### src/rtl/dtmf_cls_pkg.sv
package dtmf_cls_pkg;

    localparam int NUM_TONES = 4;
    localparam int IDX_W     = 2;

    typedef enum logic [1:0] {
        Q_IDLE = 2'd0,
        Q_ONCE = 2'd1,
        Q_LOCK = 2'd2
    } qual_state_t;

    // nominal frequency of tone idx in the row (high_grp=0) or column group
    function automatic longint tone_hz(input bit high_grp, input int idx);
        if (!high_grp) begin
            case (idx)
                0:       return 697;
                1:       return 770;
                2:       return 852;
                default: return 941;
            endcase
        end else begin
            case (idx)
                0:       return 1209;
                1:       return 1336;
                2:       return 1477;
                default: return 1633;
            endcase
        end
    endfunction

    // smallest multi-period count still within +1.5 % frequency
    function automatic longint win_min(input longint clk_hz, input int periods,
                                       input longint f_hz);
        longint num;
        longint den;
        num = longint'(periods) * clk_hz * 1000;
        den = f_hz * 1015;
        return (num + den - 1) / den;
    endfunction

    // largest multi-period count still within -1.5 % frequency
    function automatic longint win_max(input longint clk_hz, input int periods,
                                       input longint f_hz);
        longint num;
        longint den;
        num = longint'(periods) * clk_hz * 1000;
        den = f_hz * 985;
        return num / den;
    endfunction

    // single-period limit: 1.25 x longest accepted period of the tone
    function automatic longint timeout_lim(input longint clk_hz, input longint f_hz);
        return (clk_hz * 1250) / (f_hz * 985);
    endfunction

endpackage

### src/rtl/dtmf_edge_sync.sv
module dtmf_edge_sync (
    input  logic clk,
    input  logic rst_n,
    input  logic clear,
    input  logic din,
    output logic rise
);

    logic [2:0] shreg;

    always_ff @(posedge clk or negedge rst_n) begin
        if (!rst_n) begin
            shreg <= '0;
        end else if (clear) begin
            shreg <= '0;
        end else begin
            shreg <= {shreg[1:0], din};
        end
    end

    assign rise = shreg[1] & ~shreg[2];

endmodule

### src/rtl/dtmf_period_meter.sv
module dtmf_period_meter #(
    parameter int     CNT_W   = 16,
    parameter int     PERIODS = 4,
    parameter longint TO_LIM  = 1000
) (
    input  logic             clk,
    input  logic             rst_n,
    input  logic             clear,
    input  logic             rise,
    output logic             meas_stb,
    output logic [CNT_W-1:0] meas_sum,
    output logic             timeout
);

    localparam int NP_W = (PERIODS > 2) ? $clog2(PERIODS) : 1;
    localparam logic [CNT_W-1:0] LIM  = CNT_W'(TO_LIM);
    localparam logic [CNT_W-1:0] ONE  = CNT_W'(1);
    localparam logic [NP_W-1:0]  LAST = NP_W'(PERIODS - 1);
    localparam logic [NP_W-1:0]  NP1  = NP_W'(1);

    logic             armed;
    logic [CNT_W-1:0] cnt;
    logic [CNT_W-1:0] acc;
    logic [NP_W-1:0]  nper;

    always_ff @(posedge clk or negedge rst_n) begin
        if (!rst_n) begin
            armed    <= 1'b0;
            cnt      <= '0;
            acc      <= '0;
            nper     <= '0;
            meas_stb <= 1'b0;
            meas_sum <= '0;
            timeout  <= 1'b0;
        end else begin
            meas_stb <= 1'b0;
            timeout  <= 1'b0;
            if (clear) begin
                armed <= 1'b0;
                cnt   <= '0;
                acc   <= '0;
                nper  <= '0;
            end else if (rise) begin
                cnt   <= '0;
                armed <= 1'b1;
                if (armed) begin
                    if (nper == LAST) begin
                        meas_stb <= 1'b1;
                        meas_sum <= acc + cnt + ONE;
                        acc      <= '0;
                        nper     <= '0;
                    end else begin
                        acc  <= acc + cnt + ONE;
                        nper <= nper + NP1;
                    end
                end else begin
                    acc  <= '0;
                    nper <= '0;
                end
            end else if (armed) begin
                if (cnt >= LIM) begin
                    timeout <= 1'b1;
                    armed   <= 1'b0;
                    cnt     <= '0;
                    acc     <= '0;
                    nper    <= '0;
                end else begin
                    cnt <= cnt + ONE;
                end
            end
        end
    end

endmodule

### src/rtl/dtmf_tone_match.sv
module dtmf_tone_match
    import dtmf_cls_pkg::*;
#(
    parameter int     CNT_W    = 16,
    parameter longint CLK_HZ   = 3579545,
    parameter int     PERIODS  = 4,
    parameter bit     HIGH_GRP = 1'b0
) (
    input  logic [CNT_W-1:0] sum,
    input  logic             mask_top,
    output logic             hit,
    output logic [IDX_W-1:0] idx
);

    logic [NUM_TONES-1:0] in_win;
    logic [NUM_TONES-1:0] allowed;

    for (genvar t = 0; t < NUM_TONES; t++) begin : g_win
        localparam longint F = tone_hz(HIGH_GRP, t);
        localparam logic [CNT_W-1:0] LO = CNT_W'(win_min(CLK_HZ, PERIODS, F));
        localparam logic [CNT_W-1:0] HI = CNT_W'(win_max(CLK_HZ, PERIODS, F));
        assign in_win[t] = (sum >= LO) && (sum <= HI);
    end

    assign allowed = {in_win[NUM_TONES-1] & ~mask_top, in_win[NUM_TONES-2:0]};

    always_comb begin
        hit = |allowed;
        idx = '0;
        for (int t = 0; t < NUM_TONES; t++) begin
            if (allowed[t]) idx = IDX_W'(t);
        end
    end

endmodule

### src/rtl/dtmf_group_qual.sv
module dtmf_group_qual
    import dtmf_cls_pkg::*;
(
    input  logic             clk,
    input  logic             rst_n,
    input  logic             clear,
    input  logic             meas_stb,
    input  logic             hit,
    input  logic [IDX_W-1:0] hit_idx,
    input  logic             timeout,
    input  logic             mask_top,
    output logic             grp_valid,
    output logic [IDX_W-1:0] grp_idx
);

    localparam logic [IDX_W-1:0] TOP_IDX = IDX_W'(NUM_TONES - 1);

    qual_state_t      state, state_nx;
    logic [IDX_W-1:0] cand, cand_nx;

    always_comb begin
        state_nx = state;
        cand_nx  = cand;
        if (clear || timeout) begin
            state_nx = Q_IDLE;                       // drop
        end else if (meas_stb) begin
            if (!hit) begin
                state_nx = Q_IDLE;                   // miss
            end else begin
                unique case (state)
                    Q_IDLE: begin                    // first-hit
                        state_nx = Q_ONCE;
                        cand_nx  = hit_idx;
                    end
                    Q_ONCE, Q_LOCK: begin
                        if (hit_idx == cand) begin
                            state_nx = Q_LOCK;       // confirm / hold
                        end else begin
                            state_nx = Q_ONCE;       // retarget
                            cand_nx  = hit_idx;
                        end
                    end
                    default: state_nx = Q_IDLE;
                endcase
            end
        end
    end

    always_ff @(posedge clk or negedge rst_n) begin
        if (!rst_n) begin
            state <= Q_IDLE;
            cand  <= '0;
        end else begin
            state <= state_nx;
            cand  <= cand_nx;
        end
    end

    always_comb begin
        grp_valid = (state == Q_LOCK) && !(mask_top && (cand == TOP_IDX));
        grp_idx   = cand;
    end

endmodule

### src/rtl/dtmf_period_classifier.sv
module dtmf_period_classifier
    import dtmf_cls_pkg::*;
#(
    parameter longint CLK_HZ  = 3579545,
    parameter int     PERIODS = 4
) (
    input  logic       clk,
    input  logic       rst_n,
    input  logic       pwr_down,
    input  logic       inhibit,
    input  logic       low_tone,
    input  logic       high_tone,
    output logic [1:0] row_idx,
    output logic       row_valid,
    output logic [1:0] col_idx,
    output logic       col_valid,
    output logic       pair_valid
);

    localparam longint TO_LO = timeout_lim(CLK_HZ, tone_hz(1'b0, 0));
    localparam int     CNT_W = $clog2(longint'(PERIODS) * (TO_LO + 2));

    logic [1:0] tone_in;
    assign tone_in = {high_tone, low_tone};

    for (genvar g = 0; g < 2; g++) begin : g_grp
        localparam bit     HG = (g == 1);
        localparam longint TO = timeout_lim(CLK_HZ, tone_hz(HG, 0));

        logic             rise;
        logic             stb;
        logic             tmo;
        logic [CNT_W-1:0] sum;
        logic             hit;
        logic [IDX_W-1:0] hidx;
        logic             mask_top;
        logic             vld;
        logic [IDX_W-1:0] gidx;

        assign mask_top = HG & inhibit;

        dtmf_edge_sync u_sync (
            .clk   (clk),
            .rst_n (rst_n),
            .clear (pwr_down),
            .din   (tone_in[g]),
            .rise  (rise)
        );

        dtmf_period_meter #(
            .CNT_W   (CNT_W),
            .PERIODS (PERIODS),
            .TO_LIM  (TO)
        ) u_meter (
            .clk      (clk),
            .rst_n    (rst_n),
            .clear    (pwr_down),
            .rise     (rise),
            .meas_stb (stb),
            .meas_sum (sum),
            .timeout  (tmo)
        );

        dtmf_tone_match #(
            .CNT_W    (CNT_W),
            .CLK_HZ   (CLK_HZ),
            .PERIODS  (PERIODS),
            .HIGH_GRP (HG)
        ) u_match (
            .sum      (sum),
            .mask_top (mask_top),
            .hit      (hit),
            .idx      (hidx)
        );

        dtmf_group_qual u_qual (
            .clk       (clk),
            .rst_n     (rst_n),
            .clear     (pwr_down),
            .meas_stb  (stb),
            .hit       (hit),
            .hit_idx   (hidx),
            .timeout   (tmo),
            .mask_top  (mask_top),
            .grp_valid (vld),
            .grp_idx   (gidx)
        );
    end

    always_ff @(posedge clk or negedge rst_n) begin
        if (!rst_n) begin
            row_idx    <= '0;
            row_valid  <= 1'b0;
            col_idx    <= '0;
            col_valid  <= 1'b0;
            pair_valid <= 1'b0;
        end else if (pwr_down) begin
            row_idx    <= '0;
            row_valid  <= 1'b0;
            col_idx    <= '0;
            col_valid  <= 1'b0;
            pair_valid <= 1'b0;
        end else begin
            row_idx    <= g_grp[0].gidx;
            row_valid  <= g_grp[0].vld;
            col_idx    <= g_grp[1].gidx;
            col_valid  <= g_grp[1].vld;
            pair_valid <= g_grp[0].vld & g_grp[1].vld;
        end
    end

endmodule

### config.mk
export PLATFORM = sky130hd
export DESIGN_NAME = dtmf_period_classifier
export DESIGN_NICKNAME = d
export VERILOG_FILES = /design/src/rtl/dtmf_cls_pkg.sv /design/src/rtl/dtmf_edge_sync.sv /design/src/rtl/dtmf_period_meter.sv /design/src/rtl/dtmf_tone_match.sv /design/src/rtl/dtmf_group_qual.sv /design/src/rtl/dtmf_period_classifier.sv
export SDC_FILE = /design/constraint.sdc
export NUM_CORES = 1
export LEC_CHECK = 0
export ABC_AREA = 0
export ABC_CLOCK_PERIOD_IN_PS = 3400
export BUFFER_PORTS_ARGS = -buffer_cell sky130_fd_sc_hd__buf_2
export CAP_MARGIN = 20
export CORE_MARGIN = 10
export CORE_UTILIZATION = 49
export CTS_BUF_LIST = sky130_fd_sc_hd__clkbuf_4
export DETAILED_ROUTE_END_ITERATION = 12
export PLACE_DENSITY_LB_ADDON = 0.2
export SYNTH_ARGS = -nofsm -noshare
export SYNTH_HDL_FRONTEND = slang
export SYNTH_SLANG_ARGS = --single-unit
### constraint.sdc
create_clock -name clk -period 3.4 [get_ports clk]
set_input_delay 0.17 -clock clk [delete_from_list [all_inputs] [get_ports clk]]
set_output_delay 0.17 -clock clk [all_outputs]
set_load 0.05 [all_outputs]
==> summary.md <==
| Metric | Value |
|---|---|
| Non-Filler Instances | 920 |
| Power per standard cell area | 333.4 nW/um2 |
| Initial antenna violation count | 1 |
| Most common cell after layout, fill and taps aside | dfrtp_1 |
| CTS tree | done |
| Reg2reg end | g_grp[1].u_meter.meas_sum[13]$_DFFE_PN0P_ |
| Setup TNS | 0 ns |
| Skew-Pair Late Insertion Delay | 0.54 ns |
| #FFs+latches synth | 121 |
| Cell count of the worst reg-to-reg path | 10 |
| Max Cap Viol | 0 |
| Hold path cells | 2 |
| Most used DFF post-synth | dfrtp_1 |
| Status | finished, final reports clean |
| DR vias/cell | 5.877 |
| # nets final | 775 |
| Crit share post-route | 82.61% |
| Crit start category | flop |
| Worst-path maximum fanout | 5 |
| Worst-path clk slew | 0.11 ns |
| Hold Buf Count CTS | 4 |
| Seq/Total Area, Yosys | 43.30% |
| Crit-path slowest cell | a2111oi_0 |
| Max-slew violations | 0 |
| Final hold viol count | 0 |
| DRT Wirelength | 14.79 mm |
| Num CTS Buffers | 17 |
| Post-CTS sizing | 0 |
| Worst reg2reg startpoint | g_grp[1].u_meter.cnt[0]$_DFFE_PN0P_ |
| Die ar. | 19,450 um2 |
| Cell mode on critical path | o21ai_0 |
| First-pass GRT wire length | 25.22 mm |
| Total iterations of the first detailed-routing run | 5 |
| DP Wirelength | 10.78 mm |
| Slew HR | 40.50% |
| Ports | 13 |
| Arr. time, crit path | 3.24 ns |
| Skew final | 0.01429 ns |
| Worst hold slack | 0.06876 ns |
| Fmax | 0.3560 GHz |
| DRT iter0 DRCs | 378 |
| Vias in the first global route | 5,009 |
| Number of flops mapped to enable cells by yosys | 0 |
| Syn_area_per_cell | 9.822 um2 |
| Netlist cell types | 77 |
| Post-synth ARST share | 100.0% |
| Final setup vio count | 0 |
| Min-delay src | pwr_down |
| Syn_nets | 760 |
| Row count | 43 |
| Crit. End Element | flop |
| Antenna viol nets, final | 0 |
| Sequence of cells on the critical path | inv_1 > ha_1 > nor2b_1 > o21a_1 > o21ai_1 > a211oi_1 > o21ai_0 > a2111oi_0 > o21ai_0 > a31o_2 |
| Initial core utilization | 50.18% |
| Port buffer count | 12 |
| Postcts setup bufs | 0 |
| YS warnings | 0 |
| DR vias | 5,407 |
| Wire length per cell | 16.08 um |
| Die Y | 139.5 um |
| Critical Path RT | 3.83 ns |
| Worst path bufs/invs | 1 |
| Chip width | 139.5 um |
| CTS max path bufs | 2 |
| CORE AREA | 13,930 um2 |
| Largest net degree at the start of global routing | 69 |
| Critical path class | flop to flop |
| VDD IR-drop max | 0.1613 mV |
| Hold EP | col_idx[1]$_DFF_PN0_ |
| Placed Cells | 883 |
| Gate Count Post-Synth | 712 |
| Leak | 3.443 nW |
| Sink Count | 121 |
| H-tree lvl count | 4 |
| Min-delay worst type | input port to flop |
| Worst-margin pin slew | 0.8924 ns |
| RSZ-0062 raised after global routing | no |
| Share of layout cells above drive strength 1 | 11.10% |
| Post-route minimum period | 2.809 ns |
| # DRC | 0 |
| CP delay by family, top | compound AO/OA/AOI/OAI gates |
| R2R setup slack | 0.59 ns |
| Synth Cell Area | 6993 um2 |
| Clk root buf | clkbuf_4 |
| Final RePlAce weighted congestion | 0.8947 |
| Commonest non-fill, non-tap cells in the layout | 121 x dfrtp_1, 63 x nor2_1, 56 x nand2_1 |
| Area delta synth->final | 7.586% |
| Critical Path Max Stage Delay | 0.62 ns |
| Gr usage total | 15.52% |
| Grt ovf | 0 |
[worst reg2reg max path: stages (launching register included)]
cell       delay (ns)
dfrtp_1          0.42
inv_1            0.10
ha_1             0.23
nor2b_1          0.12
o21a_1           0.14
o21ai_1          0.10
a211oi_1         0.29
o21ai_0          0.18
a2111oi_0        0.62
o21ai_0          0.24
a31o_2           0.28
[flip-flops by register name (all words and copies together), names as in the netlist, 2 cells and up]
signal / count
g_grp.u_meter.cnt: 30
g_grp.u_meter.meas_stb: 2
g_grp.u_meter.meas_sum: 30
g_grp.u_meter.nper: 4
g_grp.u_meter.timeout: 2
g_grp.u_meter.acc: 30
g_grp.u_sync.shreg: 6
g_grp.u_qual.grp_idx: 4
row_idx: 2
g_grp.u_meter.armed: 2
col_idx: 2
g_grp.u_qual.state: 4
[Yosys cell counts (5+ instances only)]
| cell | n | share of area (%) |
|---|---|---|
| o21ai_1 | 9 | 0.64 |
| nand4_1 | 10 | 0.89 |
| o211ai_1 | 6 | 0.64 |
| nand2_1 | 56 | 3.0 |
| a21o_1 | 5 | 0.54 |
| ha_1 | 40 | 7.2 |
| clkbuf_1 | 16 | 0.86 |
| nor3_1 | 25 | 1.8 |
| o21ai_0 | 26 | 1.9 |
| nand3_1 | 18 | 1.3 |
| mux2_2 | 20 | 3.2 |
| buf_2 | 6 | 0.43 |
| or3_1 | 7 | 0.63 |
| o21a_1 | 11 | 1.2 |
| o31ai_1 | 6 | 0.64 |
| nor2b_1 | 20 | 1.8 |
| nor2_1 | 63 | 3.4 |
| a31oi_1 | 8 | 0.72 |
| inv_1 | 36 | 1.9 |
| a22o_1 | 23 | 2.9 |
| nand2b_1 | 11 | 0.98 |
| and2_1 | 5 | 0.45 |
| dfrtp_1 | 121 | 43 |
| a21oi_1 | 24 | 1.7 |
| xnor2_1 | 29 | 3.6 |
| a211oi_1 | 7 | 0.75 |
| xor2_1 | 12 | 1.5 |
| and3_1 | 8 | 0.72 |
[worst max-delay path by stage]
stage                                                   start                                         to  slack (ns)  depth (start not counted)
final                     g_grp[1].u_meter.cnt[0]$_DFFE_PN0P_  g_grp[1].u_meter.meas_sum[13]$_DFFE_PN0P_        0.59                         10
after global routing      g_grp[1].u_meter.cnt[1]$_DFFE_PN0P_       g_grp[1].u_meter.acc[14]$_DFFE_PN0P_        0.42                         10
after CTS                 g_grp[1].u_meter.cnt[1]$_DFFE_PN0P_       g_grp[1].u_meter.acc[14]$_DFFE_PN0P_        0.65                         10
after detailed placement  g_grp[1].u_meter.cnt[1]$_DFFE_PN0P_       g_grp[1].u_meter.acc[14]$_DFFE_PN0P_        0.67                         10
after global placement    g_grp[0].u_meter.cnt[0]$_DFFE_PN0P_  g_grp[0].u_meter.meas_sum[12]$_DFFE_PN0P_        0.75                         11
after floorplan           g_grp[0].u_meter.cnt[0]$_DFFE_PN0P_  g_grp[0].u_meter.meas_sum[12]$_DFFE_PN0P_        0.93                         11
[per-layer routing]
| layer | share of wire (%) | wire length (um) | global-route usage, % | vias up |
|---|---|---|---|---|
| li1 | - | - | - | 2630 |
| met4 | 1.6 | 231 | 5.546 | 0 |
| met3 | 5.1 | 759 | 3.607 | 18 |
| met2 | 42 | 6263 | 21.88 | 120 |
| met1 | 51 | 7538 | 22.51 | 2639 |
| met5 | 0 | 0 | 0 | - |
[power breakdown]
part	switching (mW)	leakage (nW)	internal, mW
logic	0.0705	1.64	0.0237
registers	0.00657	1.68	1.44
clock network	0.542	0.128	0.421
total	0.620	3.44	1.89
[stage by stage]
step	utilization, %	instance area, um2	setup slack, ns	power [mW]
2_1_floorplan	-	6993	0.9258	1.521
3_3_place_gp	51.76	7213	0.7466	1.568
3_5_place_dp	51.76	7213	0.6674	1.571
4_1_cts	53.92	7513	0.6456	2.541
5_1_grt	53.99	7523	0.4208	2.624
6_report	53.99	7523	0.5911	2.509
[area by class of cell]
cell class / count / area [um2]
Tap cell: 180 / 225.2
Multi-Input combinational cell: 531 / 3731
Inverter: 37 / 138.9
Antenna cell: 1 / 2.502
Sequential cell: 121 / 3028
Clock inverter: 14 / 132.6
Clock buffer: 17 / 127.6
Fill cell: 1250 / 6411
Timing Repair Buffer: 19 / 137.6
[cells by family after synthesis]
| kind of cell | Yosys count | synth area share [%] |
|---|---|---|
| compound gates | 175 | 18.29 |
| xor+xnor | 42 | 5.457 |
| flops | 121 | 43.30 |
| buf+inv | 60 | 3.435 |
| mux | 25 | 4.097 |
| simple gates | 247 | 17.70 |
| fa+ha+maj | 42 | 7.729 |
No activity file was read; power rests on OpenSTA's default activity.
